**config.mk**
```make
export PLATFORM = sky130hd
export DESIGN_NAME = dual_compare_timer
export DESIGN_NICKNAME = d
export VERILOG_FILES = /design/src/rtl/tocu_pkg.sv /design/src/rtl/tocu_cnt_track.sv /design/src/rtl/tocu_bus.sv /design/src/rtl/tocu_channel.sv /design/src/rtl/dual_compare_timer.sv
export SDC_FILE = /design/constraint.sdc
export NUM_CORES = 1
export LEC_CHECK = 0
export BUFFER_PORTS_ARGS = -buffer_cell sky130_fd_sc_hd__buf_4
export CAP_MARGIN = 15
export CORE_MARGIN = 2
export CORE_UTILIZATION = 50
export CTS_CLUSTER_DIAMETER = 30
export DETAILED_ROUTE_END_ITERATION = 6
export PLACE_DENSITY = 0.7
export SETUP_SLACK_MARGIN = 0.5
export SKIP_LAST_GASP = 1
export SLEW_MARGIN = 15
export SYNTH_ARGS = -nofsm -noshare
export SYNTH_HDL_FRONTEND = slang
export SYNTH_SLANG_ARGS = --single-unit
```
**constraint.sdc**
```tcl
create_clock -name clk_i -period 4.2 [get_ports clk_i]
set_clock_uncertainty 0.1 [all_clocks]
set_input_delay 1.26 -clock clk_i [delete_from_list [all_inputs] [get_ports clk_i]]
set_output_delay 1.26 -clock clk_i [all_outputs]
set_load 0.01 [all_outputs]
```
**src/rtl/tocu_pkg.sv**
```systemverilog
package tocu_pkg;

  localparam int DEF_BUS_W = 8;
  localparam int DEF_NCH   = 2;

  typedef enum logic [1:0] {
    RA_CMP_HI = 2'd0,
    RA_CMP_LO = 2'd1,
    RA_CTRL   = 2'd2,
    RA_STAT   = 2'd3
  } reg_addr_e;

endpackage

```
**src/rtl/tocu_cnt_track.sv**
```systemverilog
module tocu_cnt_track #(
  parameter int CMP_W = 16
) (
  input  logic             clk_i,
  input  logic             rst_ni,
  input  logic [CMP_W-1:0] cnt_i,
  output logic [CMP_W-1:0] prev_o,
  output logic             valid_o
);

  logic [CMP_W-1:0] prev_q;
  logic             valid_q;

  always_ff @(posedge clk_i or negedge rst_ni) begin
    if (!rst_ni) begin
      prev_q  <= '0;
      valid_q <= 1'b0;
    end else begin
      prev_q  <= cnt_i;
      valid_q <= 1'b1;
    end
  end

  assign prev_o  = prev_q;
  assign valid_o = valid_q;

  // history stays valid once established
  p_valid_sticky_r5: assert property (@(posedge clk_i) disable iff (!rst_ni)
    valid_o |=> valid_o);

endmodule

```
**src/rtl/tocu_bus.sv**
```systemverilog
module tocu_bus #(
  parameter int BUS_W = 8,
  parameter int NCH   = 2,
  localparam int CMP_W = 2 * BUS_W,
  localparam int SEL_W = (NCH > 1) ? $clog2(NCH) : 1
) (
  input  logic                 clk_i,
  input  logic                 rst_ni,
  input  logic [1:0]           addr_i,
  input  logic                 wr_i,
  input  logic                 rd_i,
  input  logic [BUS_W-1:0]     wdata_i,
  input  logic [NCH*CMP_W-1:0] cmp_flat_i,
  input  logic [NCH-1:0]       flag_i,
  output logic [BUS_W-1:0]     rdata_o,
  output logic [NCH-1:0]       oe_o,
  output logic [NCH-1:0]       lvl_o,
  output logic [NCH-1:0]       load_o,
  output logic [CMP_W-1:0]     load_val_o,
  output logic                 st_rd_o,
  output logic                 st_wr_o,
  output logic [NCH-1:0]       st_wbit_o
);
  import tocu_pkg::*;

  logic [BUS_W-1:0] stage_q;
  logic [BUS_W-1:0] ctrl_q;
  logic [SEL_W-1:0] sel;
  logic [CMP_W-1:0] picked;
  logic             hi_wr, lo_wr, ctrl_wr;

  function automatic logic [CMP_W-1:0] pick_cmp(input logic [NCH*CMP_W-1:0] flat,
                                                 input logic [SEL_W-1:0] s);
    return flat[int'(s)*CMP_W +: CMP_W];
  endfunction

  function automatic logic [CMP_W-1:0] join_bytes(input logic [BUS_W-1:0] hi,
                                                   input logic [BUS_W-1:0] lo);
    return {hi, lo};
  endfunction

  assign hi_wr   = wr_i && (addr_i == RA_CMP_HI);
  assign lo_wr   = wr_i && (addr_i == RA_CMP_LO);
  assign ctrl_wr = wr_i && (addr_i == RA_CTRL);
  assign st_wr_o = wr_i && (addr_i == RA_STAT);
  assign st_rd_o = rd_i && (addr_i == RA_STAT);
  assign st_wbit_o = wdata_i[NCH-1:0];

  always_ff @(posedge clk_i or negedge rst_ni) begin
    if (!rst_ni) begin
      stage_q <= '0;
      ctrl_q  <= '0;
    end else begin
      if (hi_wr)   stage_q <= wdata_i;
      if (ctrl_wr) ctrl_q  <= wdata_i;
    end
  end

  assign sel   = ctrl_q[SEL_W-1:0];
  assign oe_o  = ctrl_q[SEL_W +: NCH];
  assign lvl_o = ctrl_q[SEL_W+NCH +: NCH];

  assign load_val_o = join_bytes(stage_q, wdata_i);

  for (genvar g = 0; g < NCH; g++) begin : g_load
    assign load_o[g] = lo_wr && (int'(sel) == g);
  end

  assign picked = pick_cmp(cmp_flat_i, sel);

  always_comb begin
    rdata_o = '0;
    case (addr_i)
      RA_CMP_HI: rdata_o = picked[CMP_W-1:BUS_W];
      RA_CMP_LO: rdata_o = picked[BUS_W-1:0];
      RA_CTRL:   rdata_o = ctrl_q;
      default:   rdata_o[NCH-1:0] = flag_i;
    endcase
  end

  // at most one compare register loads per cycle
  p_load_onehot_r7: assert property (@(posedge clk_i) disable iff (!rst_ni)
    $onehot0(load_o));

  // staging byte changes only on a high-byte write
  p_stage_hold_r7: assert property (@(posedge clk_i) disable iff (!rst_ni)
    !hi_wr |=> $stable(stage_q));

  // control byte changes only on a control write
  p_ctrl_hold_r6: assert property (@(posedge clk_i) disable iff (!rst_ni)
    !ctrl_wr |=> $stable(ctrl_q));

endmodule

```
**src/rtl/tocu_channel.sv**
```systemverilog
module tocu_channel #(
  parameter int CMP_W = 16
) (
  input  logic             clk_i,
  input  logic             rst_ni,
  input  logic             standby_i,
  input  logic             load_i,
  input  logic [CMP_W-1:0] load_val_i,
  input  logic [CMP_W-1:0] cnt_i,
  input  logic [CMP_W-1:0] cnt_prev_i,
  input  logic             cnt_valid_i,
  input  logic             oe_i,
  input  logic             lvl_i,
  input  logic             st_rd_i,
  input  logic             st_wr_i,
  input  logic             st_wbit_i,
  output logic [CMP_W-1:0] cmp_o,
  output logic             flag_o,
  output logic             pin_o,
  output logic             hit_o
);

  logic [CMP_W-1:0] cmp_q;
  logic             flag_q, pin_q, armed_q;
  logic             clr;

  // match event: count has just stepped onto the compare value
  function automatic logic step_match(input logic valid,
                                      input logic [CMP_W-1:0] cnt,
                                      input logic [CMP_W-1:0] prev,
                                      input logic [CMP_W-1:0] cmp);
    return valid && (cnt == cmp) && (cnt != prev);
  endfunction

  assign hit_o = step_match(cnt_valid_i, cnt_i, cnt_prev_i, cmp_q);
  assign clr   = st_wr_i && !st_wbit_i && armed_q;

  always_ff @(posedge clk_i or negedge rst_ni) begin
    if (!rst_ni)        cmp_q <= '1;
    else if (standby_i) cmp_q <= '1;
    else if (load_i)    cmp_q <= load_val_i;
  end

  always_ff @(posedge clk_i or negedge rst_ni) begin
    if (!rst_ni) begin
      armed_q <= 1'b0;
      flag_q  <= 1'b0;
      pin_q   <= 1'b0;
    end else begin
      if (st_rd_i && flag_q) armed_q <= 1'b1;
      else if (st_wr_i)      armed_q <= 1'b0;

      if (hit_o)    flag_q <= 1'b1;
      else if (clr) flag_q <= 1'b0;

      if (hit_o && oe_i) pin_q <= lvl_i;
    end
  end

  assign cmp_o  = cmp_q;
  assign flag_o = flag_q;
  assign pin_o  = pin_q;

  // a match sets the flag
  p_flag_set_r2: assert property (@(posedge clk_i) disable iff (!rst_ni)
    hit_o |=> flag_o);

  // enabled match drives the level bit
  p_pin_drive_r3: assert property (@(posedge clk_i) disable iff (!rst_ni)
    (hit_o && oe_i) |=> (pin_o == $past(lvl_i)));

  // pin holds otherwise
  p_pin_hold_r4: assert property (@(posedge clk_i) disable iff (!rst_ni)
    !(hit_o && oe_i) |=> $stable(pin_o));

  // no match while the count is unchanged
  p_no_retrigger_r5: assert property (@(posedge clk_i) disable iff (!rst_ni)
    (cnt_i == cnt_prev_i) |-> !hit_o);

  // a flag only falls after a status write
  p_clear_by_write_r8: assert property (@(posedge clk_i) disable iff (!rst_ni)
    $fell(flag_o) |-> $past(st_wr_i));

  // standby forces all ones
  p_standby_r9: assert property (@(posedge clk_i) disable iff (!rst_ni)
    standby_i |=> (cmp_o == '1));

endmodule

```
**src/rtl/dual_compare_timer.sv**
```systemverilog
module dual_compare_timer #(
  parameter int BUS_W = tocu_pkg::DEF_BUS_W,
  parameter int NCH   = tocu_pkg::DEF_NCH,
  localparam int CMP_W = 2 * BUS_W
) (
  input  logic             clk_i,
  input  logic             rst_ni,
  input  logic             standby_i,
  input  logic [CMP_W-1:0] count_i,
  input  logic [1:0]       bus_addr_i,
  input  logic             bus_wr_i,
  input  logic             bus_rd_i,
  input  logic [BUS_W-1:0] bus_wdata_i,
  output logic [BUS_W-1:0] bus_rdata_o,
  output logic [NCH-1:0]   cmp_pin_o
);

  logic [CMP_W-1:0]     cnt_prev;
  logic                 cnt_valid;
  logic [NCH*CMP_W-1:0] cmp_flat;
  logic [NCH-1:0]       flags, oe, lvl, load, st_wbit, hits;
  logic [CMP_W-1:0]     load_val;
  logic                 st_rd, st_wr;

  tocu_cnt_track #(.CMP_W(CMP_W)) u_track (
    .clk_i   (clk_i),
    .rst_ni  (rst_ni),
    .cnt_i   (count_i),
    .prev_o  (cnt_prev),
    .valid_o (cnt_valid)
  );

  tocu_bus #(.BUS_W(BUS_W), .NCH(NCH)) u_bus (
    .clk_i      (clk_i),
    .rst_ni     (rst_ni),
    .addr_i     (bus_addr_i),
    .wr_i       (bus_wr_i),
    .rd_i       (bus_rd_i),
    .wdata_i    (bus_wdata_i),
    .cmp_flat_i (cmp_flat),
    .flag_i     (flags),
    .rdata_o    (bus_rdata_o),
    .oe_o       (oe),
    .lvl_o      (lvl),
    .load_o     (load),
    .load_val_o (load_val),
    .st_rd_o    (st_rd),
    .st_wr_o    (st_wr),
    .st_wbit_o  (st_wbit)
  );

  for (genvar g = 0; g < NCH; g++) begin : g_ch
    tocu_channel #(.CMP_W(CMP_W)) u_ch (
      .clk_i       (clk_i),
      .rst_ni      (rst_ni),
      .standby_i   (standby_i),
      .load_i      (load[g]),
      .load_val_i  (load_val),
      .cnt_i       (count_i),
      .cnt_prev_i  (cnt_prev),
      .cnt_valid_i (cnt_valid),
      .oe_i        (oe[g]),
      .lvl_i       (lvl[g]),
      .st_rd_i     (st_rd),
      .st_wr_i     (st_wr),
      .st_wbit_i   (st_wbit[g]),
      .cmp_o       (cmp_flat[g*CMP_W +: CMP_W]),
      .flag_o      (flags[g]),
      .pin_o       (cmp_pin_o[g]),
      .hit_o       (hits[g])
    );
  end

  // pins are low right after reset release
  p_pins_reset_r1: assert property (@(posedge clk_i) disable iff (!rst_ni)
    !cnt_valid |-> (cmp_pin_o == '0));

  // a flag rises only as a result of a match
  p_flag_cause_r2: assert property (@(posedge clk_i) disable iff (!rst_ni)
    $rose(flags[0]) |-> $past(hits[0]));

endmodule

```
### Yosys cells after proc, flatten, opt, wreduce, memory -nomap -nowiden

Index checks and enable logic that the tools add are counted.
Widths: inputs -> output; s select.

* bits in registers: 71
* output and inout bits: 10
* input port bits: 31
* logic and storage cells: 61

* reductions and logical operators: 28
* bitwise gates (word level): 1
* shift-type cells: 1
* equal/unequal tests: 6
* muxes and demuxes: 13

Operators with widths (number)
* $mux 16: 4
* $eq 16x16->1: 2
* $shiftx 32x6->16: 1
* $logic_and 1x1->1: 19
* $pmux 6 s3: 1
* $ne 16x16->1: 1
* $reduce_bool 2->1: 6
* $mux 1: 7
* $pmux 2 s3: 1
* $eq 2x2->1 const B: 2
* $eq 2x1->1 const B: 1
* $logic_not 1->1: 2
* $logic_not 2->1: 1
* $not 1->1: 1

### Longest topological paths before layout

* depth in word-level cells: 6
* gate-level depth with buffers: 6

### Cells and area by module

From an unflattened synthesis, not the netlist that was laid out.

* cells, all modules: 332
* area total of the unflattened synthesis: 3883.7 sq um

By module, submodules not included
* tocu_channel: area an instance 1167.4 sq um, times used 2, cells each 110
* tocu_bus: area an instance 1119.8 sq um, times used 1, cells each 94
* tocu_cnt_track: area an instance 429.2 sq um, times used 1, cells each 18

### Worst setup path after synthesis

Ideal clock, no wire load.

* path type: in2out
* start point: input bus_addr_i[1]
* end point: output bus_rdata_o[1]
* data required time: 2840 ps
* arrival time: 2191 ps
* stages: 3
* setup slack: 649 ps
* path buffers: 2
* cells stage by stage: clkbuf_1 clkbuf_1 mux4_2

* word-level cells in the longest chain between the ends: 2
* elaborated cells between the ends (all ways): 4
* those cells by class: eq/ne (2); mux (1); reduce/logical (1)

Ends and longest elaborated chain
* start, declared: RTL line dual_compare_timer.sv:10 `input logic [1:0] bus_addr_i,`
* $eq 2x2->1, or another cell as far along: RTL line tocu_bus.sv:73 `case (addr_i)`
* $pmux 2 s3 (*): RTL line tocu_bus.sv:73
* end, declared: RTL line dual_compare_timer.sv:14 `output logic [BUS_W-1:0] bus_rdata_o,`

Mark *: on every way between the ends. The rest lies on a longest branch, timed or not.

### Final worst setup path

* start point: input bus_addr_i[1]
* end point: output bus_rdata_o[0]

Same word-level chain as after synthesis.

==> out/summary.md <==
- run status: finished clean
- number of diodes: 0
- via count of the first global-routing pass: 2271
- worst path cell trace: buf_4 -> and2b_1 -> a221oi_1 -> buf_4
- count of antenna-violating nets left after detailed routing: 0
- Worst Hold Path Cells: 1
- detail-routed via count per cell: 5.85
- final weighted congestion in routability-driven placement: 0.817
- initial antenna violation count: 0
- distinct cell type count after synthesis: 32
- ratio of final minimum period to clock period: 0.840
- top cells by area in the synthesized netlist: sky130_fd_sc_hd__dfrtp_1 (29%), sky130_fd_sc_hd__dfstp_2 (25%), sky130_fd_sc_hd__xnor2_1 (13%), sky130_fd_sc_hd__o22a_1 (8.4%), sky130_fd_sc_hd__mux2_2 (6.8%)
- achievable frequency: 0.283 GHz
- library cell appearing most often on the critical path: sky130_fd_sc_hd__buf_4
- required time of the critical path: 2.84 ns
- maximum number of pins on one net before global-route repair: 72
- EDFF count, synth: 0
- internal reg-to-reg setup slack: 1.98 ns
- critical path launch point: bus_addr_i[1]
- area delta synth->final: 18.0%
- type of destination of the critical path: output port
- global-route congestion overflow total: 0
- worst min-delay path startpoint: g_ch[1].u_ch.armed_q
- final core utilization: 0.616
- classification of the worst setup path: input pin to output port
- die width: 85.6 µm
- cell area after layout: 3930 µm²
- startpoint type of the worst setup path: input pin
- Routed wire per std cell: 19.6 µm
- post-synth top area share: 0.293
- synthesized instance count: 257
- final slew viol count: 0
- synthesized netlist net count: 288
- Final nets: 328
- level count of the clock H-tree: 3
- register clock-pin slew on the reported worst setup and hold paths: 0.07 ns
- Post-Synthesis Mean Instance Area: 13.0 µm²
- DIE AREA: 7340 µm²
- wire length of the first global-routing pass: 11900 µm
- DR DRC count: 0
- #FFs+latches synth: 71
- maximum buffer depth of the clock tree: 2
- CP max FO: 21
- clock buffers created by TritonCTS: 9
- number of placement rows: 29
- Seq/Total Area, Yosys: 0.545
- most frequent cells after synthesis: sky130_fd_sc_hd__xnor2_1 (48), sky130_fd_sc_hd__dfrtp_1 (39), sky130_fd_sc_hd__dfstp_2 (32), sky130_fd_sc_hd__o22a_1 (32), sky130_fd_sc_hd__mux2_2 (20)
- number of sinks driven by the clock tree: 71
- total setup violations reported at the end of the flow: 0
- Setup Fix Bufs, Post-CTS: 0
- max capacitance violation total: 0
- placed cells: 363
- Hold Buf Count CTS: 0
- Clk Latency, worst-skew pair: 0.34 ns
- post-synth top area cell: sky130_fd_sc_hd__dfrtp_1
- final hold violation count: 0
- top flip-flop cell by instance count after synthesis: sky130_fd_sc_hd__dfrtp_1
- overall track demand over capacity in global routing: 0.219
- YS warnings: 0
- number of gates given a new drive strength after cts: 0
- HP Class: register to register
- number of port buffers: 40
- IR Drop Worst-Case VDD: 0.000329 V
- cell with the most instances after synthesis: sky130_fd_sc_hd__xnor2_1
- instance area after placement: 3670 µm²
- Post-Synthesis Cell Area: 3330 µm²
- cell at the root of the clock tree: sky130_fd_sc_hd__clkbuf_8
- count of placed standard cells in the final layout, fillers left out: 379
- worst relative slew slack: 0.430
- height of the die: 85.6 µm
- sum of negative setup slack: 0 ns
- Slew @ Worst Pin: 0.854 ns
- number of vias after detailed routing: 2216
- HPWL after detailed placement: 5190 µm
- share of flip-flops with an asynchronous set or reset after synthesis: 1.00
- depth of the worst register-to-register path: 5
- Crit-path slowest cell: sky130_fd_sc_hd__a221oi_1
- worst flop-to-flop path endpoint: g_ch[0].u_ch.pin_o
- Leak: 1.55 nW
- Final min period: 3.53 ns
- effective utilization at floorplan: 0.522
- Critical Path AT: 2.17 ns
- CTS tree: yes
- Hold Path End: g_ch[1].u_ch.armed_q
- power density over the cells: 437 nW/µm²
- ratio of cells with drive above 1 in the final layout: 0.377
- RSZ-0062 raised after global routing: false
- Post-Route WL: 7420 µm
- worst flop-to-flop path startpoint: g_ch[0].u_ch.cmp_o[8]
- number of primary I/O pins: 41
- number of iterations in the first detailed-routing pass: 4
- longest individual stage delay on the worst path: 0.28 ns
- Starting DRT DRC Count: 140
- placeable core region: 6390 µm²
## metal layers
layer / vias up / routed length (µm) / track usage
li1: 1031 / - / -
met1: 1137 / 3430 / 0.307
met2: 44 / 3640 / 0.345
met3: 4 / 291 / 0.0481
met4: 0 / 65 / 0.0678
met5: - / 0 / 0
## sequential cells by signal (all words and copies together), names as in the netlist
register / flops
g_ch.u_ch.flag_o: 2
u_bus.ctrl_q: 8
g_ch.u_ch.pin_o: 2
u_bus.stage_q: 8
u_track.valid_o: 1
u_track.prev_o: 16
g_ch.u_ch.armed_q: 2
g_ch.u_ch.cmp_o: 32
## cell usage in the layout (no fill, tap or decap), types with 2 or more instances in the layout
cell	netlist	routed
sky130_fd_sc_hd__a22o_1	4	4
sky130_fd_sc_hd__a21oi_1	7	7
sky130_fd_sc_hd__o22a_1	32	32
sky130_fd_sc_hd__xnor2_1	48	48
sky130_fd_sc_hd__o22ai_1	6	6
sky130_fd_sc_hd__dfrtp_1	39	39
sky130_fd_sc_hd__mux2_2	20	20
sky130_fd_sc_hd__nand2_1	2	2
sky130_fd_sc_hd__nor2_1	10	10
sky130_fd_sc_hd__bufinv_16	0	4
sky130_fd_sc_hd__clkbuf_8	0	9
sky130_fd_sc_hd__nand3_1	3	3
sky130_fd_sc_hd__or3b_2	2	2
sky130_fd_sc_hd__nand4_1	12	12
sky130_fd_sc_hd__mux2i_1	14	14
sky130_fd_sc_hd__buf_4	2	41
sky130_fd_sc_hd__dfstp_2	32	32
sky130_fd_sc_hd__nor4_1	2	2
## final cells by class
class                           count  area, µm²
Clock buffer                       10        128
Multi-Input combinational cell    174       1450
Fill cell                         546       2450
Tap cell                           77       96.3
Sequential cell                    71       1820
Clock inverter                      6        133
Timing Repair Buffer               41        308
## how the worst max path moves through the flow
stage / endpoint / slack (ns) / depth (start not counted)
CTS: bus_rdata_o[0] / 0.68 / 4
finish: bus_rdata_o[0] / 0.67 / 4
detailed placement: bus_rdata_o[0] / 0.68 / 4
global route: bus_rdata_o[0] / 0.58 / 6
global placement: bus_rdata_o[0] / 0.70 / 4
floorplan: bus_rdata_o[1] / 0.65 / 3
## through the flow
| step | hold WS, ns | power, mW | setup slack [ns] |
|---|---|---|---|
| global placement | 0.380 | 1.02 | 0.697 |
| finish | 0.397 | 1.72 | 0.670 |
| global route | 0.425 | 1.79 | 0.579 |
| detailed placement | 0.381 | 1.03 | 0.679 |
| CTS | 0.402 | 1.73 | 0.679 |
| floorplan | 0.358 | 0.925 | 0.649 |
## worst max-delay path: cells and delay by family
family / cells / cell delay, ns
compound gates: 1 / 0.28
buf+inv: 2 / 0.39
simple gates: 1 / 0.23
## power breakdown
| group | internal (mW) | total (mW) | leakage, nW | switching (mW) |
|---|---|---|---|---|
| Clock | 0.454 | 0.705 | 0.126 | 0.251 |
| Combinational | 0.117 | 0.225 | 0.616 | 0.107 |
| Sequential | 0.743 | 0.789 | 0.808 | 0.0461 |
## cell families after synthesis
group / after synthesis / synth area share
multiplexers: 35 / 0.116
AND/OR/NAND/NOR: 37 / 0.0634
flip-flops: 71 / 0.545
buffers and inverters: 12 / 0.0195
other: 1 / 0.00113
XOR/XNOR: 48 / 0.126
AO/OA/AOI/OAI: 53 / 0.128
Note: power is estimated with default switching activity, not from simulation.
